## config.mk

```make
export PLATFORM = sky130hd
export DESIGN_NAME = adc_serial_emu
export DESIGN_NICKNAME = d
export VERILOG_FILES = /design/src/rtl/adc_emu_pkg.sv /design/src/rtl/adc_edge_det.sv /design/src/rtl/adc_edge_counter.sv /design/src/rtl/adc_result_shifter.sv /design/src/rtl/adc_serial_emu.sv
export SDC_FILE = /design/constraint.sdc
export NUM_CORES = 1
export LEC_CHECK = 0
export CAP_MARGIN = 10
export CORE_AREA = 2 2 57 59
export DETAILED_ROUTE_END_ITERATION = 7
export DIE_AREA = 0 0 59 61
export PLACE_DENSITY = 0.83
export SYNTH_ARGS = -nofsm -noshare
export SYNTH_HDL_FRONTEND = slang
export SYNTH_SLANG_ARGS = --single-unit
```

## constraint.sdc

```tcl
create_clock -name clk_i -period 2.4 [get_ports clk_i]
set_input_delay 0.36 -clock clk_i [delete_from_list [all_inputs] [get_ports clk_i]]
set_output_delay 0.36 -clock clk_i [all_outputs]
set_load 0.005 [all_outputs]
```

## src/rtl/adc_emu_pkg.sv

```systemverilog
package adc_emu_pkg;
  typedef enum logic [1:0] {
    PH_OFF  = 2'd0,
    PH_ACQ  = 2'd1,
    PH_CONV = 2'd2,
    PH_TAIL = 2'd3
  } adc_phase_e;
endpackage

```

## src/rtl/adc_edge_det.sv

```systemverilog
module adc_edge_det #(
  parameter logic RST_VAL = 1'b0
) (
  input  logic clk_i,
  input  logic rst_ni,
  input  logic sig_i,
  output logic rise_o,
  output logic fall_o
);
  logic prev_q;

  always_ff @(posedge clk_i or negedge rst_ni) begin
    if (!rst_ni) prev_q <= RST_VAL;
    else         prev_q <= sig_i;
  end

  assign rise_o = ~prev_q & sig_i;
  assign fall_o = prev_q & ~sig_i;
endmodule

```

## src/rtl/adc_edge_counter.sv

```systemverilog
module adc_edge_counter #(
  parameter int unsigned CNT_W = 5,
  parameter int unsigned LIMIT = 24
) (
  input  logic             clk_i,
  input  logic             rst_ni,
  input  logic             clr_i,
  input  logic             inc_i,
  output logic [CNT_W-1:0] cnt_o,
  output logic [CNT_W-1:0] cnt_nxt_o
);
  localparam logic [CNT_W-1:0] LIM_C = CNT_W'(LIMIT);

  logic [CNT_W-1:0] cnt_q;

  // saturate so that tail edges keep emitting zeros
  assign cnt_nxt_o = (cnt_q == LIM_C) ? cnt_q : cnt_q + 1'b1;

  always_ff @(posedge clk_i or negedge rst_ni) begin
    if (!rst_ni)     cnt_q <= '0;
    else if (clr_i)  cnt_q <= '0;
    else if (inc_i)  cnt_q <= cnt_nxt_o;
  end

  assign cnt_o = cnt_q;
endmodule

```

## src/rtl/adc_result_shifter.sv

```systemverilog
module adc_result_shifter #(
  parameter int unsigned DATA_W = 16
) (
  input  logic              clk_i,
  input  logic              rst_ni,
  input  logic              clr_i,
  input  logic              load_i,
  input  logic              shift_i,
  input  logic              zero_i,
  input  logic [DATA_W-1:0] din_i,
  output logic              bit_o
);
  logic [DATA_W-1:0] sh_q;
  logic              bit_q;

  always_ff @(posedge clk_i or negedge rst_ni) begin
    if (!rst_ni) begin
      sh_q  <= '0;
      bit_q <= 1'b0;
    end else if (clr_i) begin
      sh_q  <= '0;
      bit_q <= 1'b0;
    end else begin
      if (load_i) sh_q <= din_i;
      if (shift_i) begin
        bit_q <= sh_q[DATA_W-1];
        sh_q  <= {sh_q[DATA_W-2:0], 1'b0};
      end else if (zero_i) begin
        bit_q <= 1'b0;
      end
    end
  end

  assign bit_o = bit_q;
endmodule

```

## src/rtl/adc_serial_emu.sv

```systemverilog
module adc_serial_emu
  import adc_emu_pkg::*;
#(
  parameter int unsigned DATA_W     = 16,
  parameter int unsigned LEAD_ZEROS = 8,
  parameter int unsigned ACQ_EDGES  = 6
) (
  input  logic              clk_i,
  input  logic              rst_ni,
  input  logic              cs_ni_i,
  input  logic              sclk_i,
  input  logic [DATA_W-1:0] sample_i,
  output logic              dout_o,
  output logic              dout_en_o,
  output logic              powered_o,
  output logic              acquiring_o,
  output logic              converting_o,
  output logic              frame_done_o
);
  localparam int unsigned FRAME_LEN = LEAD_ZEROS + DATA_W;
  localparam int unsigned CNT_W     = $clog2(FRAME_LEN + 1);
  localparam logic [CNT_W-1:0] ACQ_C   = CNT_W'(ACQ_EDGES);
  localparam logic [CNT_W-1:0] LOAD_C  = CNT_W'(ACQ_EDGES - 1);
  localparam logic [CNT_W-1:0] LEAD_C  = CNT_W'(LEAD_ZEROS);
  localparam logic [CNT_W-1:0] FRAME_C = CNT_W'(FRAME_LEN);
  localparam logic [CNT_W-1:0] LSB_C   = CNT_W'(FRAME_LEN - 1);

  logic             cs_rise, cs_fall;
  logic             sclk_rise, sclk_fall;
  logic             active_q, done_q;
  logic             tick, clr;
  logic [CNT_W-1:0] cnt, cnt_nxt;
  logic             bit_val;
  adc_phase_e       phase;

  adc_edge_det #(.RST_VAL(1'b1)) u_cs_edge (
    .clk_i, .rst_ni, .sig_i(cs_ni_i), .rise_o(cs_rise), .fall_o(cs_fall)
  );

  adc_edge_det #(.RST_VAL(1'b0)) u_sclk_edge (
    .clk_i, .rst_ni, .sig_i(sclk_i), .rise_o(sclk_rise), .fall_o(sclk_fall)
  );

  assign clr  = cs_ni_i | cs_fall;
  assign tick = active_q & sclk_fall & ~cs_ni_i;

  always_ff @(posedge clk_i or negedge rst_ni) begin
    if (!rst_ni) begin
      active_q <= 1'b0;
      done_q   <= 1'b0;
    end else begin
      if (cs_ni_i)      active_q <= 1'b0;
      else if (cs_fall) active_q <= 1'b1;
      done_q <= tick & ~clr & (cnt_nxt == LSB_C) & (cnt != LSB_C);
    end
  end

  adc_edge_counter #(.CNT_W(CNT_W), .LIMIT(FRAME_LEN)) u_cnt (
    .clk_i, .rst_ni, .clr_i(clr), .inc_i(tick),
    .cnt_o(cnt), .cnt_nxt_o(cnt_nxt)
  );

  adc_result_shifter #(.DATA_W(DATA_W)) u_shift (
    .clk_i, .rst_ni,
    .clr_i  (clr),
    .load_i (tick & (cnt == LOAD_C)),
    .shift_i(tick & (cnt != cnt_nxt) & (cnt_nxt >= LEAD_C) & (cnt_nxt < FRAME_C)),
    .zero_i (tick),
    .din_i  (sample_i),
    .bit_o  (bit_val)
  );

  always_comb begin
    if (!active_q)          phase = PH_OFF;
    else if (cnt < ACQ_C)   phase = PH_ACQ;
    else if (cnt < FRAME_C) phase = PH_CONV;
    else                    phase = PH_TAIL;
  end

  assign powered_o    = (phase != PH_OFF);
  assign acquiring_o  = (phase == PH_ACQ);
  assign converting_o = (phase == PH_CONV);
  assign dout_en_o    = powered_o;
  assign dout_o       = powered_o & bit_val;
  assign frame_done_o = done_q & powered_o;

  // raw serial-clock rise and select rise are not needed beyond detection
  logic unused_edges;
  assign unused_edges = sclk_rise ^ cs_rise;
endmodule

```

# --- After elaboration in Yosys (flattened, before gate mapping) ---
# Index checks and enable logic that the tools add are counted.
word_totals:
  ff_bits: 26
  inputBits: 20
  output_inout_bits: 6
  wordCells: 55
op_classes:
  n_addsub: 1
  n_lt_le_gt_ge: 4
  eq_ne: 7
  n_mux: 14
  n_bitwise: 17
  reduce_logical: 5
ops:
  columns: ["operator", "count"]
  rows:
  - ["16-bit two-way mux", 3]
  - ["5-bit two-way mux", 3]
  - ["1-bit AND", 13]
  - ["5-bit equality test, second input constant", 2]
  - ["5-bit less-than comparator, second input constant", 2]
  - ["1-bit two-way mux", 6]
  - ["2-bit nonzero test", 3]
  - ["3-bit nonzero test", 2]
  - ["5-bit by 1-bit adder with 5-bit output, second input constant", 1]
  - ["5-bit by 3-bit equality test with 1-bit output, second input constant", 1]
  - ["5-bit by 4-bit greater-or-equal comparator with 1-bit output, second input constant", 1]
  - ["5-bit by 3-bit less-than comparator with 1-bit output, second input constant", 1]
  - ["5-bit inequality test", 1]
  - ["5-bit inequality test, second input constant", 1]
  - ["2-bit two-way mux", 2]
  - ["1-bit NOT", 3]
  - ["2-bit by 1-bit equality test with 1-bit output, second input constant", 1]
  - ["2-bit equality test, second input constant", 1]
  - ["1-bit bitwise OR", 1]

# --- Depth between registers and ports, before layout ---
# Gate-level depths: netlist of run 1.
logic_depth:
  depth_word: 9
  mapped_depth: 9
  depth_no_buf: 7

# --- Cells and area by module ---
# Synthesis of run 1 repeated with hierarchy kept, for this count alone.
unflattened:
  hier_cells: 147
  area_unflattened_um2: 1557.7
by_module_without_submodules:
  columns: ["module", "n_inst", "cells_per_inst", "area_per_inst_um2", "seq_area_each_um2"]
  rows:
  - ["adc_result_shifter", 1, 74, 885.8, 425.4]
  - ["adc_edge_counter", 1, 34, 335.3, 125.1]
  - ["adc_serial_emu", 1, 33, 255.2, 50.0]
  - ["adc_edge_det (u_cs_edge)", 1, 3, 41.3, 26.3]
  - ["adc_edge_det (u_sclk_edge)", 1, 3, 40.0, 25.0]

# --- Worst setup path after synthesis of run 1 ---
# OpenSTA, ideal clock, no wires.
synth_path:
  path_kind: "register to register"
  from: "register u_cnt.cnt_q[0] (netlist: u_cnt.cnt_o[0])"
  to: "register u_shift.sh_q[10]"
  setup_ns: 0.126
  t_arrival_ns: 1.799
  required_time_ns: 2.274
  setup_slack_ns: 0.475
  stages_incl_launch_ff: 8
  n_path_buf: 1
  period_less_slack_ns: 1.925
  path_cell_list: "dfrtp_1 -> ha_1 -> nor2b_1 -> and3_4 -> o221ai_2 -> nor3b_4 -> buf_6 -> a221o_1"
synth_between:
  elab_chain_cells: 8
  word_cells_on_any_way: 14
  cone_classes: "1 x add/sub; 2 x order compare; 3 x eq/ne; 3 x mux; 4 x bitwise; 1 x reduce/logical"
synth_lines:
  columns: ["element", "line", "text"]
  rows:
  - ["from (decl)", "adc_edge_counter.sv:14", "logic [CNT_W-1:0] cnt_q;"]
  - ["from (signal assigned)", "adc_edge_counter.sv:22", "else if (inc_i) cnt_q <= cnt_nxt_o;"]
  - ["parallel branches: the longest is 8 deep, another holds 5-bit by 1-bit adder with 5-bit output", null, null]
  - ["to (signal assigned)", "adc_result_shifter.sv:24", "if (load_i) sh_q <= din_i;"]
  - ["to (signal assigned)", "adc_result_shifter.sv:27", "sh_q <= {sh_q[DATA_W-2:0], 1'b0};"]
  - ["to (decl)", "adc_result_shifter.sv:13", "logic [DATA_W-1:0] sh_q;"]
# Several ways; the timed one is not identified.
# A chain may end at the register's enable or synchronous reset.

# --- Worst setup path in the final report of run 1 ---
layout_path:
  from: "register u_cnt.cnt_q[0] (netlist: u_cnt.cnt_o[0])"
  to: "register u_shift.sh_q[11]"
# Same word-level chain as after synthesis.

==> impl_metrics.json, run 1 <==
{
  "outcome": "finished, final reports clean",
  "synth-main-ff-cell": "dfrtp_1",
  "cp.arrival_ns": 2.47,
  "synth_compound_area_frac": 0.244,
  "hold_ws_ns": 0.351,
  "drive_gt1_frac": 0.118,
  "cts_buffers": 3,
  "nets": 192,
  "drt-total-wl_um": 3280,
  "grt-ovfl-total": 0,
  "fill_cells": 240,
  "die-area_um2": 3600,
  "die_w_um": 59,
  "ant_nets": 0,
  "slew_headroom": 0.589,
  "slew_viol_final": 0,
  "drtIter0Drc": 118,
  "wl_per_cell_um": 16.2,
  "hold_violations": 0,
  "leakage_nw": 0.781,
  "clkTransAtPathRegs_ns": 0.15,
  "cts-root-buf": "clkbuf_4",
  "yosysUniqueCellTypes": 41,
  "grt_pass1_vias": 1195,
  "finClkSkew_ns": 0.00795,
  "period_share": 0.922,
  "pre_cts_slack_ns": 0.116,
  "end_kind": "register",
  "syn_nets": 171,
  "powerDensity_nw_per_um2": 456,
  "fmax_mhz": 452,
  "cts_tree": "built",
  "synth-edff-count": 0,
  "insertion_delay_ns": 0.32,
  "dieHeight_um": 61,
  "synth-async-reset-ratio": 1.00,
  "seq_area_frac_synth": 0.435,
  "cts_resized": 0,
  "port_buffers": 25,
  "remaining_drc_errors": 0,
  "cts_hold_buffers": 0,
  "synth.largest_area_cell": "dfrtp_1",
  "synth_top_cell_area_share": 0.417,
  "place_congestion": 0.844,
  "viasPerCell": 6.29,
  "core_um2": 2950,
  "clk_path_buf_depth": 2,
  "required_ns": 2.66,
  "setup_tns_ns": 0,
  "max_stage_delay_ns": 0.56,
  "synth_top_family_by_area": "compound AO/OA/AOI/OAI gates",
  "drv_cap": 0,
  "dp_hpwl_um": 2380,
  "critPathKind": "reg2reg",
  "syn_area_um2": 1500,
  "synth_common_cells": "nor2_1, dfrtp_1, a22oi_1, a221o_1, nand2_1",
  "synth_xor_area_frac": 0.0234,
  "numClockSinks": 26,
  "path_delay_family": "simple AND/OR/NAND/NOR gates",
  "diodes": 0,
  "post-route-util": 0.608,
  "period_needed_ns": 2.21,
  "area_growth_pct": 19.6,
  "ys_warn_count": 0,
  "peakVddDrop_v": 0.000270,
  "top_level_ports": 26,
  "worstPathCellList": "ha_1, nor2b_1, and3_4, nor4_2, nor3b_4, a221o_1",
  "syn_inst": 149,
  "initial_core_util": 0.508,
  "grt_max_degree": 17,
  "synth_area_leaders": "dfrtp_1, a221o_1, a22oi_1",
  "synthMuxAreaShare": 0.00667,
  "yosysMostFrequentCell": "nor2_1",
  "num_vias": 1270,
  "crit_fanout": 15,
  "grt_pass1_wl_um": 5340,
  "path_buf_inv": 0,
  "rsz0062_at_grt": "false",
  "htree_levels": 1,
  "synth.avg_cell_area_um2": 10.1,
  "synth_fa_ha_area_frac": 0.0167,
  "tightest_slew_ns": 0.615,
  "worst_slack_ns": 0.186,
  "ys_ff_latch": 26,
  "antenna_found_initial": 0,
  "cts_setup_buffers": 0,
  "dr.pass1.iters": 4,
  "synth-simple-area-share": 0.214,
  "setup_viol": 0,
  "startpoint_type": "register",
  "crit_slowest_cell": "nor3b_4",
  "rows": 20,
  "worstHoldPathType": "in2async",
  "track_usage": 0.192
}
[power by group]
group | switching, mW | internal (mW) | leakage (nW)
Combinational | 0.0286 | 0.0399 | 0.397
Clock | 0.134 | 0.169 | 0.0279
Sequential | 0.00499 | 0.442 | 0.356
[layout make-up]
| class | count | area [um2] | share of cell area |
|---|---|---|---|
| Timing Repair Buffer | 30 | 288 | 0.160 |
| Sequential cell | 26 | 652 | 0.363 |
| Tap cell | 33 | 41.3 | 0.0230 |
| Inverter | 1 | 3.75 | 0.00209 |
| Multi-Input combinational cell | 108 | 757 | 0.422 |
| Clock buffer | 3 | 22.5 | 0.0126 |
| Clock inverter | 1 | 30.0 | 0.0167 |
[cell families (layout without fill, tap and decap cells)]
kind of cell               Yosys count  after routing
xor gates and xnor gates             4              4
buffers and inverters               15             35
AOI/OAI and AO/OA                   44             44
DFF                                 26             26
muxes                                1              1
and+or+nand+nor                     57             57
adders and majority gates            2              2
[stage by stage]
stage                     instances  power, mW  cell area (um2)
final                           202      0.818             1790
after global placement          198      0.523             1740
after global routing            202      0.847             1790
after detailed placement        198      0.524             1740
after floorplan                 149      0.475             1500
after CTS                       202      0.825             1790
[metal layers]
layer  track usage  share of wire  up-vias
met5             0              0        -
met4        0.0584          0.013        0
met3        0.0320          0.046        6
met2         0.325           0.50       39
met1         0.251           0.45      623
li1              -              -      602
[state kept, by name, indices dropped and copies added (netlist names)]
register	flops
u_shift.bit_o	1
u_cs_edge.prev_q	1
u_sclk_edge.prev_q	1
active_q	1
done_q	1
u_shift.sh_q	16
u_cnt.cnt_o	5
[worst reg2reg max path, cell delays in order (launching register included)]
cell and delay, ns:
dfrtp_1 0.48, ha_1 0.28, nor2b_1 0.23, and3_4 0.26, nor4_2 0.07, nor3b_4 0.57
a221o_1 0.28
[worst paths after layout]
check | startpoint | endpoint | slack (ns) | depth (start not counted)
setup reg to reg | u_cnt.cnt_o[0] | u_shift.sh_q[11] | 0.19 | 6
setup / recovery | u_cnt.cnt_o[0] | u_shift.sh_q[11] | 0.19 | 6
hold / removal | rst_ni | u_cnt.cnt_o[2] | 0.35 | 1
min in group clk_i | sclk_i | u_sclk_edge.prev_q | 0.50 | 1
hold reg to reg | u_shift.sh_q[4] | u_shift.sh_q[4] | 0.53 | 1
max in group asynchronous | rst_ni | u_shift.sh_q[15] | 1.45 | 2
[layout by cell type (no fill, tap or decap), drive strengths merged, types with 3 or more instances in the layout]
master         count
nor2              27
a22oi             16
and2               3
xor2               3
a221o             13
a21oi              5
nor3b              3
clkdlybuf4s50     25
clkbuf             3
dfrtp             25
nand2              8
and3               4
buf                5
No activity file was read; power rests on OpenSTA's default activity.
==> inputs of run 2 (changes only) <==
--- a/config.mk
+++ b/config.mk
@@ -6,10 +6,10 @@
 export NUM_CORES = 1
 export LEC_CHECK = 0
 export CAP_MARGIN = 10
-export CORE_AREA = 2 2 57 59
+export CORE_AREA = 2 2 68 70
 export DETAILED_ROUTE_END_ITERATION = 7
-export DIE_AREA = 0 0 59 61
-export PLACE_DENSITY = 0.83
+export DIE_AREA = 0 0 70 72
+export PLACE_DENSITY = 0.63
 export SYNTH_ARGS = -nofsm -noshare
 export SYNTH_HDL_FRONTEND = slang
 export SYNTH_SLANG_ARGS = --single-unit
==> run 2 against run 1 <==
  * Clock skew is 0.0051 ns lower
  * Die area rose by 40%
  * Critical path type unchanged
  * Largest cell class unchanged
  * Count of clock-buffer cells in the layout unchanged
  * Core utilization is 18 points lower
  * Critical endpoint is now u_shift.sh_q[10]
  * Fmax grew 1.9%
  * Worst hold slack gained 0.092 ns
==> impl_metrics.json, run 2 (synthesis gave the netlist of run 1 again) <==
{
  "initial_core_util": 0.352,
  "core_um2": 4260,
  "post-route-util": 0.431,
  "reg2reg_slack_ns": 0.23,
  "hold_violations": 0,
  "drtIter0Drc": 57,
  "drive_gt1_frac": 0.118,
  "grt_pass1_vias": 1193,
  "cts_tree": "built",
  "hold_ws_ns": 0.443,
  "clk_path_buf_depth": 2,
  "wl_per_cell_um": 14.5,
  "viasPerCell": 5.65,
  "cts_resized": 0,
  "drv_cap": 0,
  "fmax_mhz": 460,
  "worst_slack_ns": 0.228,
  "powerDensity_nw_per_um2": 478,
  "rsz0062_at_grt": "false",
  "pre_cts_slack_ns": 0.0697,
  "cts_setup_buffers": 0,
  "final_area_um2": 1840,
  "antenna_found_initial": 0,
  "leakage_nw": 0.788,
  "slew_viol_final": 0,
  "cts_buffers": 3,
  "outcome": "finished, final reports clean",
  "htree_levels": 1,
  "setup_tns_ns": 0,
  "area_growth_pct": 22.4,
  "dr.pass1.iters": 5,
  "remaining_drc_errors": 0,
  "period_share": 0.905,
  "slew_headroom": 0.574,
  "tightest_slew_ns": 0.638,
  "r2r-end": "u_shift.sh_q[10]",
  "numClockSinks": 26,
  "period_needed_ns": 2.17,
  "final_cell_mix": "nor2_1, dfrtp_1, clkdlybuf4s50_1, a22oi_1, a221o_1",
  "clkTransAtPathRegs_ns": 0.09,
  "end_kind": "register",
  "mostFrequentLayoutCell": "nor2_1",
  "dieHeight_um": 72,
  "fin_cells": 221,
  "place_congestion": 0.810,
  "power.total_mw": 0.879,
  "post-place-cells": 217,
  "worstHoldPathType": "in2async",
  "required_ns": 2.61,
  "place_area_um2": 1770,
  "fill_cells": 406,
  "rows": 24,
  "peakVddDrop_v": 0.000254,
  "port_buffers": 25,
  "grt_max_degree": 27,
  "critPathKind": "reg2reg",
  "ant_nets": 0,
  "nets": 192,
  "grt-ovfl-total": 0,
  "insertion_delay_ns": 0.27,
  "cp.arrival_ns": 2.38,
  "crit_fanout": 15,
  "die_w_um": 70,
  "num_vias": 1248,
  "reg2reg_depth": 6,
  "startpoint_type": "register",
  "track_usage": 0.136,
  "r2r-start": "u_cnt.cnt_o[0]",
  "largest_reg_flops": 16,
  "grt_pass1_wl_um": 5600,
  "die-area_um2": 5040,
  "cts-root-buf": "clkbuf_8",
  "finClkSkew_ns": 0.00280,
  "setup_viol": 0,
  "diodes": 0,
  "dp_hpwl_um": 2280,
  "cts_hold_buffers": 0,
  "top_level_ports": 26,
  "drt-total-wl_um": 3210,
  "largest_register": "u_shift.sh_q"
}
run 2: worst max path at each step:
stage                              start          endpoint  slack [ns]  depth (start not counted)
after floorplan           u_cnt.cnt_o[0]  u_shift.sh_q[10]        0.48                          7
after global placement            sclk_i   u_shift.sh_q[4]        0.16                          6
after detailed placement          sclk_i   u_shift.sh_q[1]        0.07                          6
after CTS                 u_cnt.cnt_o[0]   u_shift.sh_q[8]        0.21                          6
after global routing      u_cnt.cnt_o[0]   u_shift.sh_q[7]        0.03                          6
final                     u_cnt.cnt_o[0]  u_shift.sh_q[10]        0.23                          6
run 2: metal layers:
metal	vias to the layer above	wire [um]	track usage	share of wire
li1	596	-	-	-
met1	617	1500	0.180	0.47
met2	31	1570	0.226	0.49
met3	4	110	0.0236	0.034
met4	0	31	0.0513	0.0097
met5	-	0	0	0
run 2: where the power goes:
part	leakage [nW]	total [mW]	switching (mW)	internal, mW
sequential	0.356	0.446	0.00490	0.442
clock	0.0357	0.364	0.141	0.223
combinational	0.397	0.0679	0.0280	0.0399
run 2: area by class of cell:
cell class / instances / area, um2 / share of cell area
tap: 52 / 65.1 / 0.0354
inverter: 1 / 3.75 / 0.00204
timing repair buffer: 30 / 288 / 0.157
clock inverter: 1 / 30.0 / 0.0163
clock buffer: 3 / 41.3 / 0.0225
multi-input combinational: 108 / 757 / 0.412
sequential: 26 / 652 / 0.355
run 2: worst max-delay path: stages, from the launching register on:
cell and delay, ns:
dfrtp_1 0.46, ha_1 0.28, nor2b_1 0.20, and3_4 0.26, nor4_2 0.07, nor3b_4 0.58
a221o_1 0.27
